## src/rtl/page_xlate.sv

```systemverilog
module page_xlate #(
  parameter int VA_W  = 16,
  parameter int PA_W  = 15,
  parameter int OFF_W = 12
) (
  input  logic              clk,
  input  logic              rst,
  input  logic              wr_en,
  input  logic [VA_W-OFF_W-1:0] wr_idx,
  input  logic [PA_W-OFF_W-1:0] wr_frame,
  input  logic              wr_present,
  input  logic              req,
  input  logic [VA_W-1:0]   va,
  output logic              rsp_valid,
  output logic              rsp_fault,
  output logic [PA_W-1:0]   pa
);
  localparam int VPN_W   = VA_W - OFF_W;
  localparam int PFN_W   = PA_W - OFF_W;
  localparam int ENTRIES = 1 << VPN_W;

  logic [PFN_W-1:0] frame_q [ENTRIES];
  logic [ENTRIES-1:0] present_q;

  for (genvar i = 0; i < ENTRIES; i++) begin : g_entry
    always_ff @(posedge clk) begin
      if (rst) begin
        present_q[i] <= 1'b0;
        frame_q[i]   <= '0;
      end else if (wr_en && wr_idx == VPN_W'(i)) begin
        present_q[i] <= wr_present;
        frame_q[i]   <= wr_frame;
      end
    end
  end

  wire [VPN_W-1:0] vpn = va[VA_W-1:OFF_W];
  wire             hit = present_q[vpn];

  always_ff @(posedge clk) begin
    if (rst) begin
      rsp_valid <= 1'b0;
      rsp_fault <= 1'b0;
      pa        <= '0;
    end else begin
      rsp_valid <= req && hit;
      rsp_fault <= req && !hit;
      pa        <= (req && hit) ? {frame_q[vpn], va[OFF_W-1:0]} : '0;
    end
  end


  excl_flags_chk: assert property (@(posedge clk) disable iff (rst)
    !(rsp_valid && rsp_fault));


  fault_zero_chk: assert property (@(posedge clk) disable iff (rst)
    rsp_fault |-> (pa == '0 && !rsp_valid));


  idle_quiet_chk: assert property (@(posedge clk) disable iff (rst)
    (!req && !rst) |=> (!rsp_valid && !rsp_fault && pa == '0));


  offset_pass_chk: assert property (@(posedge clk) disable iff (rst)
    (req && !rst) |=> (!rsp_valid || pa[OFF_W-1:0] == $past(va[OFF_W-1:0])));


  reset_clear_chk: assert property (@(posedge clk)
    rst |=> (!rsp_valid && !rsp_fault && pa == '0));
endmodule

```

## config.mk

```make
export PLATFORM = sky130hd
export DESIGN_NAME = page_xlate
export DESIGN_NICKNAME = d
export VERILOG_FILES = /design/src/rtl/page_xlate.sv
export SDC_FILE = /design/constraint.sdc
export NUM_CORES = 1
export LEC_CHECK = 0
export ABC_AREA = 1
export BUFFER_PORTS_ARGS = -buffer_cell sky130_fd_sc_hd__buf_2
export CAP_MARGIN = 30
export CORE_MARGIN = 2
export CORE_UTILIZATION = 54
export CTS_CLUSTER_DIAMETER = 80
export DETAILED_ROUTE_END_ITERATION = 10
export PLACE_DENSITY = 0.75
export SETUP_SLACK_MARGIN = 0.05
export SLEW_MARGIN = 30
export SYNTH_ARGS = -nofsm -noshare
export SYNTH_HDL_FRONTEND = slang
export SYNTH_SLANG_ARGS = --single-unit
```

## constraint.sdc

```tcl
create_clock -name clk -period 1.4 [get_ports clk]
set_clock_uncertainty 0.05 [all_clocks]
set_input_delay 0.14 -clock clk [delete_from_list [all_inputs] [get_ports clk]]
set_output_delay 0.14 -clock clk [all_outputs]
set_load 0.03 [all_outputs]
```

# Word level (Yosys, flattened, before mapping)
# Memory sizes are Yosys's and may differ from the RTL's. A register that Yosys moved wholly into a read port is not among the register bits.
# Cells that the tools add are included.
# word_totals
ramBits	48
out_inout_bits	17
n_memories	1
inputBits	28
regBits	33
# op_classes
mux	68
reduce_logical	21
n_eq_ne	15
bitwise	17
n_lt_le_gt_ge	1
# memory_table
memory	words	word_bits	rd	rd_clocked_by_memory_dff	write_ports	line	rtl
frame_q	16	3	1	1	16	22	logic [PFN_W-1:0] frame_q [ENTRIES];
# ops
op	count
$mux 1	51
$mux 3	16
$eq 4x4->1 const B	8
$logic_and 1x1->1	18
$eq 4x3->1 const B	4
$or 1x1->1	16
$eq 4x2->1 const B	2
$lt 4x5->1 const B	1
$bmux 1 s4	1
$eq 4x1->1 const B	1
$logic_not 4->1	1
$reduce_or 2->1	1
$logic_not 1->1	1
$not 1->1	1

# Longest topological paths before layout
# Gate-level depths: netlist of the first run.
# logic_depth
word_depth	6
depth_mapped	10
depth_no_buf	9

# Least setup slack after synthesis of the first run
# OpenSTA, ideal clock, no wires.
# synth_path
path_type	input to register
from	in wr_idx[0]
to	mem frame_q[13][0] (netlist bit) (enable)
path_slack_ns	0.154
t_arrival_ns	0.839
setup_time_ns	0.357
required_ns	0.993
path_buffers	0
stages	4
cell_sequence	inv_1 > nor2_1 > nand2_1 > o21ai_0
# synth_rtl
item	line	rtl
start: declaration	9	input logic [VA_W-OFF_W-1:0] wr_idx,
end: declaration	22	

# Final worst setup path of the first run
# layout_path
from	reg present_q[2]
to	reg pa[11]
# layout_between
elab_chain_len	5
# layout_lines
item	line	rtl
start: declaration	23	logic [ENTRIES-1:0] present_q;
start signal: indexed assignment	31	present_q[i] <= wr_present;
$bmux 1 s4	38	wire hit = present_q[vpn];
$mux 1 (not written as such)	38	
$logic_and 1x1->1	48	pa <= (req && hit) ? {frame_q[vpn], va[OFF_W-1:0]} : '0;
$not 1->1 (no line)	n/a	
$reduce_or 2->1 (no line)	n/a	
end signal: assignment	48	
end: declaration	16	output logic [PA_W-1:0] pa
# No other way between the ends. The select of a mux whose other input is x is not followed.
# A chain may end at the register's enable or synchronous reset.

==> results of run 1 <==
critical path, stage by stage (launching register included):
cell and delay, ps:
dfxtp_1 330, inv_1 80, o21ai_1 120, nand2_1 60, nand3_1 80, nand3_2 90, nand2_4 140, nand2_8 120
nor2_4 100
registers in the layout, indices dropped and copies added (netlist names):
register,flops
rsp_valid,1
present_q,16
rsp_fault,1
frame_q,48
pa,15
synthesized netlist by cell type (6+ instances only):
library cell,number
inv_1,47
o211ai_1,6
dfxtp_1,33
edfxtp_1,48
o21ai_0,10
buf_2,7
nand3_1,31
nor2_1,79
nor2_4,9
nand2_1,104
clkbuf_1,6
o22ai_1,15
logic make-up (layout without fill, tap and decap cells):
group,after synthesis,count (layout),synth area share [%]
buffers and inverters,68,148,8.21
DFF,81,81,57.0
AOI/OAI and AO/OA,36,36,5.80
and+or+nand+nor,238,239,29.0
timing repair:
item	CTS	global route
hold buffers	12	0
buffers inserted	0	0
setup endpoints to repair	1	16
pin swaps	0	2
gates cloned	0	1
hold endpoints to repair	12	0
gates resized for setup	1	5
routing by layer:
| layer | vias up | routed length, microns | global-route usage [%] | share of wire, % |
|---|---|---|---|---|
| met4 | 0 | 208 | 12.1 | 2.5 |
| met1 | 1390 | 3440 | 27.7 | 41 |
| li1 | 1519 | - | - | - |
| met3 | 18 | 628 | 4.67 | 7.5 |
| met5 | - | 0 | 0 | 0 |
| met2 | 138 | 4050 | 40.1 | 49 |
worst min-delay path by stage:
stage                     depth (start not counted)   from         to
final                                             3    req  rsp_fault
after floorplan                                   2  va[0]      pa[0]
after CTS                                         3    req  rsp_fault
after global routing                              3    req  rsp_fault
after global placement                            3  va[3]      pa[3]
after detailed placement                          3  va[4]      pa[4]
cell type report:
class	count	area (sq um)	area share, %
clock inverter	6	82.6	1.83
clock buffer	10	128	2.82
tap	80	100	2.21
sequential	81	2100	46.5
inverter	50	188	4.15
multi-input combinational	275	1320	29.3
timing repair buffer	82	598	13.2
metrics by stage:
step                      setup TNS [ps]  cells
after floorplan                        0    423
after global placement                 0    555
after detailed placement            -285    555
after CTS                              0    583
after global routing                   0    584
final                                  0    584
power groups by stage:
stage | registers (mW) | clock network, mW | logic (mW)
after CTS | 2.65 | 1.81 | 0.599
after global placement | 2.70 | 0 | 0.555
after global routing | 2.66 | 1.90 | 0.678
after floorplan | 2.73 | 0 | 0.330
final | 2.65 | 1.81 | 0.618
after detailed placement | 2.71 | 0 | 0.566
==> flow_summary_export.csv, run 1 <==
group,metric,value,unit
clocking,clk_pin_slew,70,ps
global_route,grt_max_degree,21,
floorplanning,die_area,7510,sq um
routing,firstDrtPassIters,7,
finish,final_core_util,67.7,%
placed_design,gp_congestion,0.873,
routing,wirelength,8.33,mm
synth,synth.area.top_cells,"edfxtp_1 39%, dfxtp_1 18%, nand2_1 11%",
clocking,insertion_delay,360,ps
sta,slew_viol_final,0,
sta,worst_pin_slew,375,ps
finish,fillers,523,
sta,holdWs,7.47,ps
finish,nets,527,
floorplanning,io_pins,45,
job,drv_cap,0,
routing,drt_iter0_drc,220,
global_route,grt_pass1_vias,2802,
finish,antenna_cells,0,
pwr,pwr-share-comb,12.2,%
synth,synthFlopType,"edfxtp_1",
setup_path,endpoint,"pa[11]",
synth,syn_inst,423,
clocking,cts_made_buffers,9,
pwr,power.share.switching,24.3,%
sta,fmax,816,MHz
pwr,switchingPower,1.24,mW
pwr,power_density,1120,nW/um^2
clocking,clock_path_buffers,2,
sta,setup_violations,0,
synth,yosysWarnings,0,
floorplanning,core_area,6680,sq um
sta,slew_headroom,74.9,%
floorplanning,die_y,86.6,microns
finish,layout_commonest_cell,"nand2_1",
setup_path,critPathArrivalTime,1470,ps
sta,finalHoldViolations,0,
floorplanning,fp.dieW,86.6,microns
synth,syn_area_per_cell,8.72,sq um
global_route,grt_pass1_wl,13.1,mm
routing,vias,3065,
global_route,grt_use_total,23.4,%
clocking,cts-root-buf,"clkbuf_8",
synth,synth_edf_count,48,
sta,period_share,87.5,%
sta,fin_crit,1230,ps
floorplanning,start_util,55.2,%
status,outcome,"finished clean",
pwr,pwr-share-seq,52.2,%
finish,layout-drive-gt1-share,21.8,%
synth,synth_top_area_share,39.1,%
placed_design,port_buffers,44,
setup_path,critPathLaunch,"present_q[2]",
global_route,antenna_found_initial,0,
setup_path,r2r_end,"pa[11]",
placed_design,hpwl,5.76,mm
routing,antenna_left,0,
finish,design_area,4520,sq um
pwr,p_int,3.85,mW
synth,yosysTopAreaCell,"edfxtp_1",
synth,syn_area,3690,sq um
synth,async_flop_share,0,%
setup_path,path_max_fanout,8,
sta,rsz0062_at_grt,"false",
clocking,cts_tree,"done",
pwr,p_leak,2.02,nW
clocking,cts_sinks,81,
pwr,power_frac_clock,35.6,%
clocking,htreeDepth,3,
routing,via_per_inst,5.25,
finish,final_cell_mix,"104 x nand2_1, 78 x nor2_1, 48 x edfxtp_1, 47 x inv_1, 44 x buf_2",
setup_path,critPathRequiredTime,1650,ps
finish,area_growth,22.6,%
synth,ys_ff_latch,81,
setup_path,end_kind,"flop",
routing,avgRoutedWirePerCell,14.3,microns
placed_design,placed_area,4150,sq um
setup_path,cp-start-kind,"flop",
hold_path,min_path_type,"input pin to flop",
synth,yosysSeqAreaShare,57.0,%
synth,ys_types,23,
sta,worst_slack,175,ps
global_route,grt-ovfl-total,0,
setup_path,reg2reg_from,"present_q[2]",
setup_path,critPathKind,"flop to flop",
placed_design,pre_cts_slack,-51.5,ps
setup_path,regToRegSetupSlack,170,ps
pwr,ir_worst_vdd,0.490,mV
setup_path,reg2reg_depth,8,
routing,drt_drc_violations_left,0,
synth,syn_nets,451,
floorplanning,row_count,30,
pwr,power,5.08,mW
No activity file was read; power rests on OpenSTA's default activity.
==> run 2, diff against run 1 <==
--- a/config.mk
+++ b/config.mk
@@ -8,12 +8,14 @@
 export ABC_AREA = 1
 export BUFFER_PORTS_ARGS = -buffer_cell sky130_fd_sc_hd__buf_2
 export CAP_MARGIN = 30
-export CORE_MARGIN = 2
-export CORE_UTILIZATION = 54
+export CELL_PAD_IN_SITES_DETAIL_PLACEMENT = 1
+export CELL_PAD_IN_SITES_GLOBAL_PLACEMENT = 2
+export CORE_MARGIN = 5
+export CORE_UTILIZATION = 35
 export CTS_CLUSTER_DIAMETER = 80
 export DETAILED_ROUTE_END_ITERATION = 10
-export PLACE_DENSITY = 0.75
-export SETUP_SLACK_MARGIN = 0.05
+export PLACE_DENSITY = 0.79
+export SETUP_SLACK_MARGIN = 0.2
 export SLEW_MARGIN = 30
 export SYNTH_ARGS = -nofsm -noshare
 export SYNTH_HDL_FRONTEND = slang
==> run 2 against run 1 <==
  * Die area is 69% higher
  * Sequential cell count did not move
  * Cell count increased by 10%
  * Non-clock buffer count grew 4
  * Sequential share of layout area decreased by 1.4 points
  * Via count is 0.98% lower
  * Combinational power grew 5.7%
  * Clock power about the same
  * First-iteration DRC count is 36% lower
  * Critical path depth stayed put
  * Hold slack better by 90 ps
==> flow_summary_export.csv, run 2 (same netlist as run 1, synthesis figures left out) <==
group,metric,value,unit
status,outcome,"finished clean",
pwr,power_density,1090,nW/um^2
sta,worst_pin_slew,360,ps
hold_path,min_path_type,"input pin to flop",
sta,finalHoldViolations,0,
setup_path,critPathLaunch,"present_q[2]",
setup_path,critPathRequiredTime,1650,ps
finish,multi_input_comb_area,1420,sq um
setup_path,r2r_end,"pa[6]",
finish,final_cell_mix,"96 x nand2_1, 73 x nor2_1, 48 x edfxtp_1, 44 x buf_2, 37 x inv_1",
finish,layout-drive-gt1-share,30.5,%
pwr,power.share.switching,27.2,%
floorplanning,start_util,35.7,%
pwr,switchingPower,1.38,mW
pwr,p_int,3.70,mW
finish,antenna_cells,0,
pwr,power,5.08,mW
setup_path,regToRegSetupSlack,200,ps
clocking,clk_pin_slew,80,ps
clocking,cts-root-buf,"clkbuf_8",
global_route,grt_max_degree,22,
floorplanning,die_area,12700,sq um
clocking,clock_path_buffers,2,
setup_path,critPathKind,"flop to flop",
clocking,cts_tree,"done",
finish,regMostFlops,"frame_q",
setup_path,end_kind,"flop",
sta,fmax,830,MHz
floorplanning,fp.dieW,113,microns
sta,slew_headroom,75.8,%
floorplanning,core_area,10300,sq um
finish,layout_commonest_cell,"nand2_1",
setup_path,endpoint,"pa[6]",
routing,antenna_left,0,
finish,final_core_util,45.4,%
setup_path,reg2reg_depth,8,
setup_path,critPathArrivalTime,1450,ps
sta,setup_violations,0,
sta,rsz0062_at_grt,"true",
routing,vias,3035,
global_route,antenna_found_initial,0,
pwr,power_frac_clock,35.0,%
placed_design,port_buffers,44,
routing,drt_iter0_drc,141,
floorplanning,io_pins,45,
placed_design,pre_cts_slack,-98.0,ps
placed_design,hpwl,7.63,mm
pwr,pwr-share-seq,52.2,%
pwr,pwr-share-comb,12.8,%
routing,drt_drc_violations_left,0,
sta,fin_setup_tns,0,ps
sta,worst_slack,196,ps
setup_path,reg2reg_from,"present_q[2]",
setup_path,cp-start-kind,"flop",
placed_design,gp_congestion,0.772,
finish,nets,531,
routing,wirelength,10.1,mm
finish,top_regs,"frame_q: 48 flops, present_q: 16 flops, pa: 15 flops",
clocking,cts_sinks,81,
routing,firstDrtPassIters,4,
finish,fillers,1221,
global_route,grt_use_total,16.9,%
placed_design,placed_area,4210,sq um
clocking,insertion_delay,360,ps
sta,fin_crit,1200,ps
floorplanning,row_count,37,
clocking,cts_made_buffers,9,
finish,register_area,2110,sq um
finish,largest_reg_flops,48,
pwr,ir_worst_vdd,0.407,mV
routing,via_per_inst,4.71,
job,drv_cap,0,
global_route,grt_pass1_vias,3266,
floorplanning,die_y,113,microns
finish,area_growth,27.0,%
clocking,htreeDepth,3,
pwr,p_leak,2.04,nW
routing,avgRoutedWirePerCell,15.7,microns
setup_path,path_max_fanout,8,
global_route,grt-ovfl-total,0,
sta,slew_viol_final,0,
sta,period_share,86.0,%
global_route,grt_pass1_wl,16.7,mm
finish,design_area,4680,sq um
-- run 2: layout make-up --
type / instances / area share, %
clock buffer: 9 / 2.64
clock inverter: 7 / 1.66
inverter: 50 / 4.01
multi-input combinational: 275 / 30.3
sequential: 81 / 45.1
tap: 136 / 3.63
timing repair buffer: 86 / 12.7
-- run 2: worst min-delay path by stage --
stage,startpoint,end,slack [ps],cells after the start
after floorplan,va[0],pa[0],200,2
after global placement,va[4],pa[4],310,3
after detailed placement,va[0],pa[0],310,3
after CTS,va[15],pa[12],100,4
after global routing,va[15],pa[14],100,4
final,va[15],pa[12],100,4
-- run 2: routing by layer --
| layer | track usage, % | up-vias | wire (microns) |
|---|---|---|---|
| li1 | - | 1524 | - |
| met1 | 20.9 | 1448 | 4570 |
| met2 | 29.6 | 55 | 5030 |
| met3 | 4.04 | 8 | 409 |
| met4 | 4.41 | 0 | 95 |
| met5 | 0 | - | 0 |
-- run 2: power groups by stage --
stage	Combinational, mW	Clock, mW	Sequential, mW
after floorplan	0.330	0	2.73
after global placement	0.570	0	2.70
after detailed placement	0.585	0	2.71
after CTS	0.638	1.82	2.65
after global routing	0.720	1.93	2.67
final	0.653	1.78	2.65
-- run 2: critical path: stages (launching register included) --
cell and delay [ps]:
dfxtp_2 330, inv_2 40, o21ai_2 100, nand2_1 70
nand3_2 70, nand3_2 90, nand2_4 140, nand2_8 120
nor2_4 130
-- run 2: what timing repair did --
| item | CTS | global route |
|---|---|---|
| pin swaps | 6 | 15 |
| resized for setup | 21 | 30 |
| setup buffers | 0 | 0 |
| cloned | 1 | 0 |
| hold buffers | 13 | 0 |
| hold endpoints to repair | 13 | 0 |
| setup endpoints to repair | 16 | 16 |
-- run 2: per-stage QoR --
stage                     instances  hold WS, ps
after floorplan                 423          202
after global placement          614          310
after detailed placement        614          314
after CTS                       644         97.5
after global routing            644          104
final                           644         97.9
